**src/rtl/mac_periph.sv**
```systemverilog
module mac_periph #(
  parameter int DW = 16
) (
  input  logic          clk,
  input  logic          rst_n,
  input  logic          wr_en,
  input  logic [2:0]    addr,
  input  logic [DW-1:0] wdata,
  input  logic [2:0]    rd_addr,
  output logic [DW-1:0] rdata
);
  localparam int PW = 2 * DW;
  localparam int AW = 3 * DW;

  logic [DW-1:0] ma, mb;
  logic [AW-1:0] mc, pend_val;
  logic          pend_v;
  logic [PW-1:0] res;
  logic [2:0]    op;
  logic          uns, sq, ovf, half, half_b;

  wire wr_c = wr_en && addr == 3'd0;
  wire wr_a = wr_en && addr == 3'd1;
  wire wr_b = wr_en && addr == 3'd2;
  wire clr  = wr_c && wdata[5];

  wire trig = sq ? wr_a : (half && ((wr_a && half_b) || (wr_b && !half_b)));

  wire [DW-1:0] opa = wr_a ? wdata : ma;
  wire [DW-1:0] opb = sq ? opa : (wr_b ? wdata : mb);
  wire          sgn = !uns;

  wire [PW-1:0] ax   = {{DW{sgn & opa[DW-1]}}, opa};
  wire [PW-1:0] bx   = {{DW{sgn & opb[DW-1]}}, opb};
  wire [PW-1:0] prod = ax * bx;
  wire [AW-1:0] pext = {{DW{sgn & prod[PW-1]}}, prod};

  wire accm = op[0];
  wire subt = op[1];
  wire hold = op[2];

  wire [AW-1:0] mc_eff = pend_v ? pend_val : mc;

  wire [AW:0] sum = subt ? ({1'b0, mc_eff} - {1'b0, pext})
                         : ({1'b0, mc_eff} + {1'b0, pext});
  wire s_ovf = subt ? ((mc_eff[AW-1] != pext[AW-1]) && (sum[AW-1] != mc_eff[AW-1]))
                    : ((mc_eff[AW-1] == pext[AW-1]) && (sum[AW-1] != mc_eff[AW-1]));
  wire acc_ovf = uns ? sum[AW] : s_ovf;

  wire [PW-1:0] addend  = hold ? prod : {prod[PW-2:0], 1'b0};
  wire [PW-1:0] win_acc = subt ? (mc_eff[PW-1:0] - addend) : (mc_eff[PW-1:0] + addend);
  wire [PW-1:0] win     = accm ? win_acc : (subt ? -prod : prod);
  wire [AW-1:0] mc_new  = accm ? sum[AW-1:0] : (subt ? -pext : pext);

  always_ff @(posedge clk) begin
    if (!rst_n) begin
      ma <= '0; mb <= '0; mc <= '0; pend_val <= '0; pend_v <= 1'b0;
      res <= '0; op <= '0; uns <= 1'b0; sq <= 1'b0; ovf <= 1'b0;
      half <= 1'b0; half_b <= 1'b0;
    end else begin
      if (wr_c) begin
        op  <= wdata[2:0];
        uns <= wdata[3];
        sq  <= wdata[4];
      end
      if (clr) begin
        ma <= '0; mb <= '0; mc <= '0; pend_v <= 1'b0;
        res <= '0; ovf <= 1'b0; half <= 1'b0; half_b <= 1'b0;
      end else begin
        if (wr_a) ma <= wdata;
        if (wr_b) mb <= wdata;
        mc     <= mc_eff;
        pend_v <= 1'b0;
        for (int i = 0; i < 3; i++)
          if (wr_en && addr == 3'(3 + i)) mc[i*DW +: DW] <= wdata;
        if (trig) begin
          res  <= win;
          half <= 1'b0;
          if (!hold) begin
            pend_v   <= 1'b1;
            pend_val <= mc_new;
          end
          if (subt && !accm && uns) ovf <= 1'b1;
          else if (!hold)           ovf <= accm ? acc_ovf : 1'b0;
        end else if (wr_a && !sq) begin
          half <= 1'b1; half_b <= 1'b0;
        end else if (wr_b && !sq) begin
          half <= 1'b1; half_b <= 1'b1;
        end
      end
    end
  end

  always_comb begin
    case (rd_addr)
      3'd0:    rdata = {{(DW-7){1'b0}}, ovf, 1'b0, sq, uns, op};
      3'd1:    rdata = ma;
      3'd2:    rdata = mb;
      3'd3:    rdata = mc[DW-1:0];
      3'd4:    rdata = mc[2*DW-1:DW];
      3'd5:    rdata = mc[AW-1:2*DW];
      3'd6:    rdata = res[DW-1:0];
      default: rdata = res[PW-1:DW];
    endcase
  end
endmodule

```
**config.mk**
```make
export PLATFORM = sky130hd
export DESIGN_NAME = mac_periph
export DESIGN_NICKNAME = d
export VERILOG_FILES = /design/src/rtl/mac_periph.sv
export SDC_FILE = /design/constraint.sdc
export NUM_CORES = 2
export LEC_CHECK = 0
export BUFFER_PORTS_ARGS = -buffer_cell sky130_fd_sc_hd__buf_2
export CORE_MARGIN = 5
export CORE_UTILIZATION = 45
export CTS_CLUSTER_DIAMETER = 50
export DETAILED_ROUTE_END_ITERATION = 8
export PLACE_DENSITY_LB_ADDON = 0.1
export SYNTH_ARGS = -nofsm -noshare
export SYNTH_HDL_FRONTEND = slang
export SYNTH_SLANG_ARGS = --single-unit
```
**constraint.sdc**
```tcl
create_clock -name clk -period 26.4 [get_ports clk]
set_input_delay 1.32 -clock clk [delete_from_list [all_inputs] [get_ports clk]]
set_output_delay 1.32 -clock clk [all_outputs]
set_load 0.005 [all_outputs]
```
==> flow_summary.html <==
<table>
<tr><th>Metric</th><th>Value</th></tr>
<tr><th colspan="2">Floorplan</th></tr>
<tr><td>Horizontal extent of the die</td><td>between 200 and 300 um</td></tr>
<tr><td>Area of the die</td><td>0.0629 mm^2</td></tr>
<tr><td>Core region area</td><td>0.0576 mm^2</td></tr>
<tr><td>Die Height</td><td>251 um</td></tr>
<tr><td>Effective utilization at floorplan</td><td>45.3%</td></tr>
<tr><td># IOs</td><td>41</td></tr>
<tr><td>Standard-cell rows</td><td>roughly 90</td></tr>
<tr><th colspan="2">GRT</th></tr>
<tr><td>Global-route usage over all layers</td><td>a little under a third</td></tr>
<tr><td>First-pass GRT wire length</td><td>~150000 um</td></tr>
<tr><td>Total global routing overflow</td><td>0</td></tr>
<tr><td>Via count of the first global-routing pass</td><td>24300</td></tr>
<tr><td>Initial antenna violation count</td><td>0</td></tr>
<tr><td>Largest net degree at the start of global routing</td><td>86</td></tr>
<tr><th colspan="2">Layout</th></tr>
<tr><td>Number of fill cells in the layout</td><td>between 5000 and 6000</td></tr>
<tr><td>Highest-count cells in the layout ignoring fill and taps</td><td>sky130_fd_sc_hd__nor2_1, sky130_fd_sc_hd__inv_1, sky130_fd_sc_hd__nand2_1</td></tr>
<tr><td>Area added between synthesis and finish</td><td>5.57%</td></tr>
<tr><td>Combined area of the multi-input logic cells</td><td>slightly above 0.02 mm^2</td></tr>
<tr><td>Register area</td><td>between 0.003 and 0.004 mm^2</td></tr>
<tr><td>Layout Nets</td><td>roughly 3700</td></tr>
<tr><td>Leading cell type in the layout, fill and taps excluded</td><td>sky130_fd_sc_hd__nor2_1</td></tr>
<tr><td>Share of the core filled with cells</td><td>a little under half</td></tr>
<tr><td>Fraction of layout cells with a size suffix above 1</td><td>under 10%</td></tr>
<tr><td>Diode insertion count for antenna repair</td><td>0</td></tr>
<tr><th colspan="2">Timing</th></tr>
<tr><td>Final period demand of the worst path</td><td>14.29 ns</td></tr>
<tr><td>Max-slew violation count</td><td>0</td></tr>
<tr><td>Rel. slew slack</td><td>15.4%</td></tr>
<tr><td>Aggregate negative setup slack</td><td>0 ns</td></tr>
<tr><td>Setup violations, final</td><td>0</td></tr>
<tr><td>Slew @ Worst Pin</td><td>between 1 and 1.5 ns</td></tr>
<tr><td>Unrepaired setup endpoints after global routing</td><td>no</td></tr>
<tr><td>Fin Clk Skew</td><td>roughly 0.019 ns</td></tr>
<tr><td>Part of the cycle the worst path needs</td><td>between 50% and 60%</td></tr>
<tr><td>Maximum achievable frequency</td><td>70.0 MHz</td></tr>
<tr><td>Final hold violations</td><td>0</td></tr>
<tr><th colspan="2">Logic synthesis</th></tr>
<tr><td>Cell type with the largest total area after synthesis</td><td>sky130_fd_sc_hd__fa_1</td></tr>
<tr><td>Number of distinct library cell variants in the gate-level netlist after synthesis</td><td>between 80 and 90</td></tr>
<tr><td>Area share of the largest cell type after synthesis</td><td>a little over a fifth</td></tr>
<tr><td>Predominant post-synthesis flop cell</td><td>sky130_fd_sc_hd__dfxtp_1</td></tr>
<tr><td>Synth warn</td><td>0</td></tr>
<tr><td>Synthesized area divided by synthesized cell count</td><td>~7.8 um^2</td></tr>
<tr><td>Post-synth EDFFs</td><td>0</td></tr>
<tr><td>Cells after synthesis</td><td>3339</td></tr>
<tr><td>Synth async-reset ratio</td><td>0%</td></tr>
<tr><td>Proportion of synthesized chip area in sequential cells</td><td>about 13%</td></tr>
<tr><td>Total of flip-flops plus latches after synthesis</td><td>~170</td></tr>
<tr><td>Syn Nets</td><td>approximately 3800</td></tr>
<tr><td>Post-synthesis instance area</td><td>between 0.02 and 0.03 mm^2</td></tr>
<tr><td>Cell types occupying the most area after synthesis</td><td>sky130_fd_sc_hd__fa_1, sky130_fd_sc_hd__dfxtp_1, sky130_fd_sc_hd__ha_1</td></tr>
<tr><th colspan="2">Clock network</th></tr>
<tr><td>Largest buffer count on any clock path</td><td>2</td></tr>
<tr><td>Clock buffer count from CTS</td><td>17</td></tr>
<tr><td>Clk pin slew, worst setup/hold paths</td><td>about 0.07 ns</td></tr>
<tr><td>TritonCTS clock tree</td><td>yes</td></tr>
<tr><td>Root Driver</td><td>sky130_fd_sc_hd__clkbuf_16</td></tr>
<tr><td>Number of hold buffers added after cts</td><td>0</td></tr>
<tr><td>H-tree level count</td><td>4</td></tr>
<tr><td>Total number of clock tree sinks</td><td>approximately 170</td></tr>
<tr><td>Number of setup buffers added after CTS</td><td>0</td></tr>
<tr><td>Insertion delay to the later sink of the worst-skew pair</td><td>between 0.4 and 0.5 ns</td></tr>
<tr><td>Quantity of gates resized following cts</td><td>0</td></tr>
<tr><th colspan="2">Route</th></tr>
<tr><td>1st-iter DRT viols</td><td>1925</td></tr>
<tr><td>Drt pass-1 iters</td><td>6</td></tr>
<tr><td>Detailed-route vias per instance</td><td>roughly 6.0</td></tr>
<tr><td>DRC Markers</td><td>0</td></tr>
<tr><td>Average wire per cell in the routed design</td><td>roughly 25 um</td></tr>
<tr><td>DR vias</td><td>24400</td></tr>
<tr><td>Detail Route Antenna Nets</td><td>0</td></tr>
<tr><td>Wire length after detailed routing</td><td>between 100000 and 150000 um</td></tr>
<tr><th colspan="2">Setup path</th></tr>
<tr><td>Top delay family on crit path</td><td>compound AO/OA/AOI/OAI gates</td></tr>
<tr><td>Critical Path RT</td><td>26.76 ns</td></tr>
<tr><td>Critical path capture point type</td><td>flip-flop</td></tr>
<tr><td>Number of stages on the worst setup path</td><td>roughly 40</td></tr>
<tr><td>Setup slack of the worst register-to-register path</td><td>approximately 13 ns</td></tr>
<tr><td>Buf+Inv Stages, Crit Path</td><td>8</td></tr>
<tr><td>FF-to-FF path depth</td><td>39</td></tr>
<tr><td>End of the worst register-to-register path</td><td>pend_val[45]</td></tr>
<tr><td>Worst setup path start</td><td>wr_en</td></tr>
<tr><td>Cell type of the slowest stage on the worst timing path</td><td>sky130_fd_sc_hd__mux2i_1</td></tr>
<tr><td>Critical path arrival</td><td>between 10 and 15 ns</td></tr>
<tr><td>Destination of the critical timing path</td><td>pend_val[45]</td></tr>
<tr><td>Nature of the critical path startpoint</td><td>input port</td></tr>
<tr><td>Crit path max fanout</td><td>36</td></tr>
<tr><td>Library cell appearing most often on the critical path</td><td>sky130_fd_sc_hd__fa_1</td></tr>
<tr><td>Startpoint of the most critical register-to-register path</td><td>sq</td></tr>
<tr><td>Critical Path Max Stage Delay</td><td>1.06 ns</td></tr>
<tr><td>Category of the most critical setup path</td><td>input port to flip-flop</td></tr>
<tr><th colspan="2">Pwr</th></tr>
<tr><td>Worst-case vdd ir drop</td><td>0.0559 mV</td></tr>
<tr><td>Pleak</td><td>between 0.01 and 0.015 uW</td></tr>
<tr><td>Power density relative to cell area</td><td>approximately 40 mW/mm^2</td></tr>
<tr><th colspan="2">Run</th></tr>
<tr><td>Max Cap Viol</td><td>0</td></tr>
<tr><th colspan="2">Placed design</th></tr>
<tr><td>Weighted congestion reported at the end of routability-driven placement</td><td>slightly below 1</td></tr>
<tr><td>IO buf count</td><td>40</td></tr>
<tr><td>HPWL after DPL</td><td>79300 um</td></tr>
<tr><th colspan="2">Min path</th></tr>
<tr><td>Class of the worst hold path</td><td>flip-flop to flip-flop</td></tr>
<tr><th colspan="2">Status</th></tr>
<tr><td>Outcome</td><td>finished clean</td></tr>
</table>
synthesized netlist by cell type, drive strengths merged, types with 20 or more instances:
master,n
dfxtp,169
o21a,37
xnor2,124
a21o,60
nor2,408
and2,30
xor2,44
nand4b,20
mux2,63
nand2,353
fa,284
buf,28
a211oi,42
and3,21
nor3,62
nand3,34
clkbuf,155
o21ai,171
nand4,27
inv,368
a31oi,42
a21oi,270
ha,163
nand2b,21
mux2i,82
worst min-delay path by stage:
stage,cells past startpoint,start,endpoint,slack [ns]
after floorplan,2,pend_val[0],pend_val[0],0.43
after global placement,2,pend_val[0],pend_val[0],0.45
after detailed placement,2,res[0],res[0],0.46
after CTS,2,pend_val[23],pend_val[23],0.48
after global routing,2,res[0],res[0],0.49
final,2,pend_val[0],pend_val[0],0.47
per-layer routing:
metal | vias up | routed length (um) | GRT usage (%)
met5 | - | 0 | 0
met4 | 0 | 5780 | 15.0
met3 | 220 | 6250 | 3.83
met2 | 971 | 45500 | 49.4
met1 | 12100 | 42600 | 42.2
li1 | 11100 | - | -
stage by stage:
step / setup slack, ns / hold WS [ns] / cell area (um^2) / power (uW) / instances
2_1_floorplan: 13.58 / 0.432 / 26100 / 688 / 3339
3_3_place_gp: 11.95 / 0.448 / 26900 / 831 / 4010
3_5_place_dp: 11.83 / 0.462 / 26900 / 833 / 4010
4_1_cts: 12.28 / 0.476 / 27500 / 1100 / 4042
5_1_grt: 11.41 / 0.493 / 27500 / 1170 / 4042
6_report: 12.11 / 0.472 / 27500 / 1110 / 4042
where the power goes:
group,switching [uW],total [uW],internal [uW]
clock network,120,263,143
registers,5.24,264,259
logic,367,579,212
total,492,1110,614
cell type report:
| cell class | count | area share, % |
|---|---|---|
| multi-input combinational | 2617 | 75.0 |
| timing repair buffer | 89 | 2.06 |
| tap | 765 | 3.48 |
| sequential | 169 | 12.3 |
| clock buffer | 23 | 1.81 |
| clock inverter | 9 | 0.318 |
| inverter | 370 | 5.04 |
worst register-to-register path: cells and delay by family, from the launching register on:
kind	cells	cell delay, ns
xor gates and xnor gates	1	0.17
buffers and inverters	7	1.31
adders and majority gates	8	3.95
DFF	1	0.31
muxes	1	0.15
and+or+nand+nor	8	2.48
AOI/OAI and AO/OA	14	4.75
logic make-up after synthesis:
family,Yosys count,share of synthesized area (%)
buffers and inverters,553,8.06
multiplexers,149,6.26
flip-flops,169,13.0
AO/OA/AOI/OAI,800,19.4
XOR/XNOR,169,5.73
AND/OR/NAND/NOR,1052,18.0
adder cells (fa/ha/maj),447,29.6
sequential cells by signal, summed over array words and instances, names as in the netlist:
register  count
res          32
pend_val     48
mb           16
op            3
ma           16
half          1
uns           1
mc           48
half_b        1
sq            1
pend_v        1
ovf           1
No activity file was read; power rests on OpenSTA's default activity.
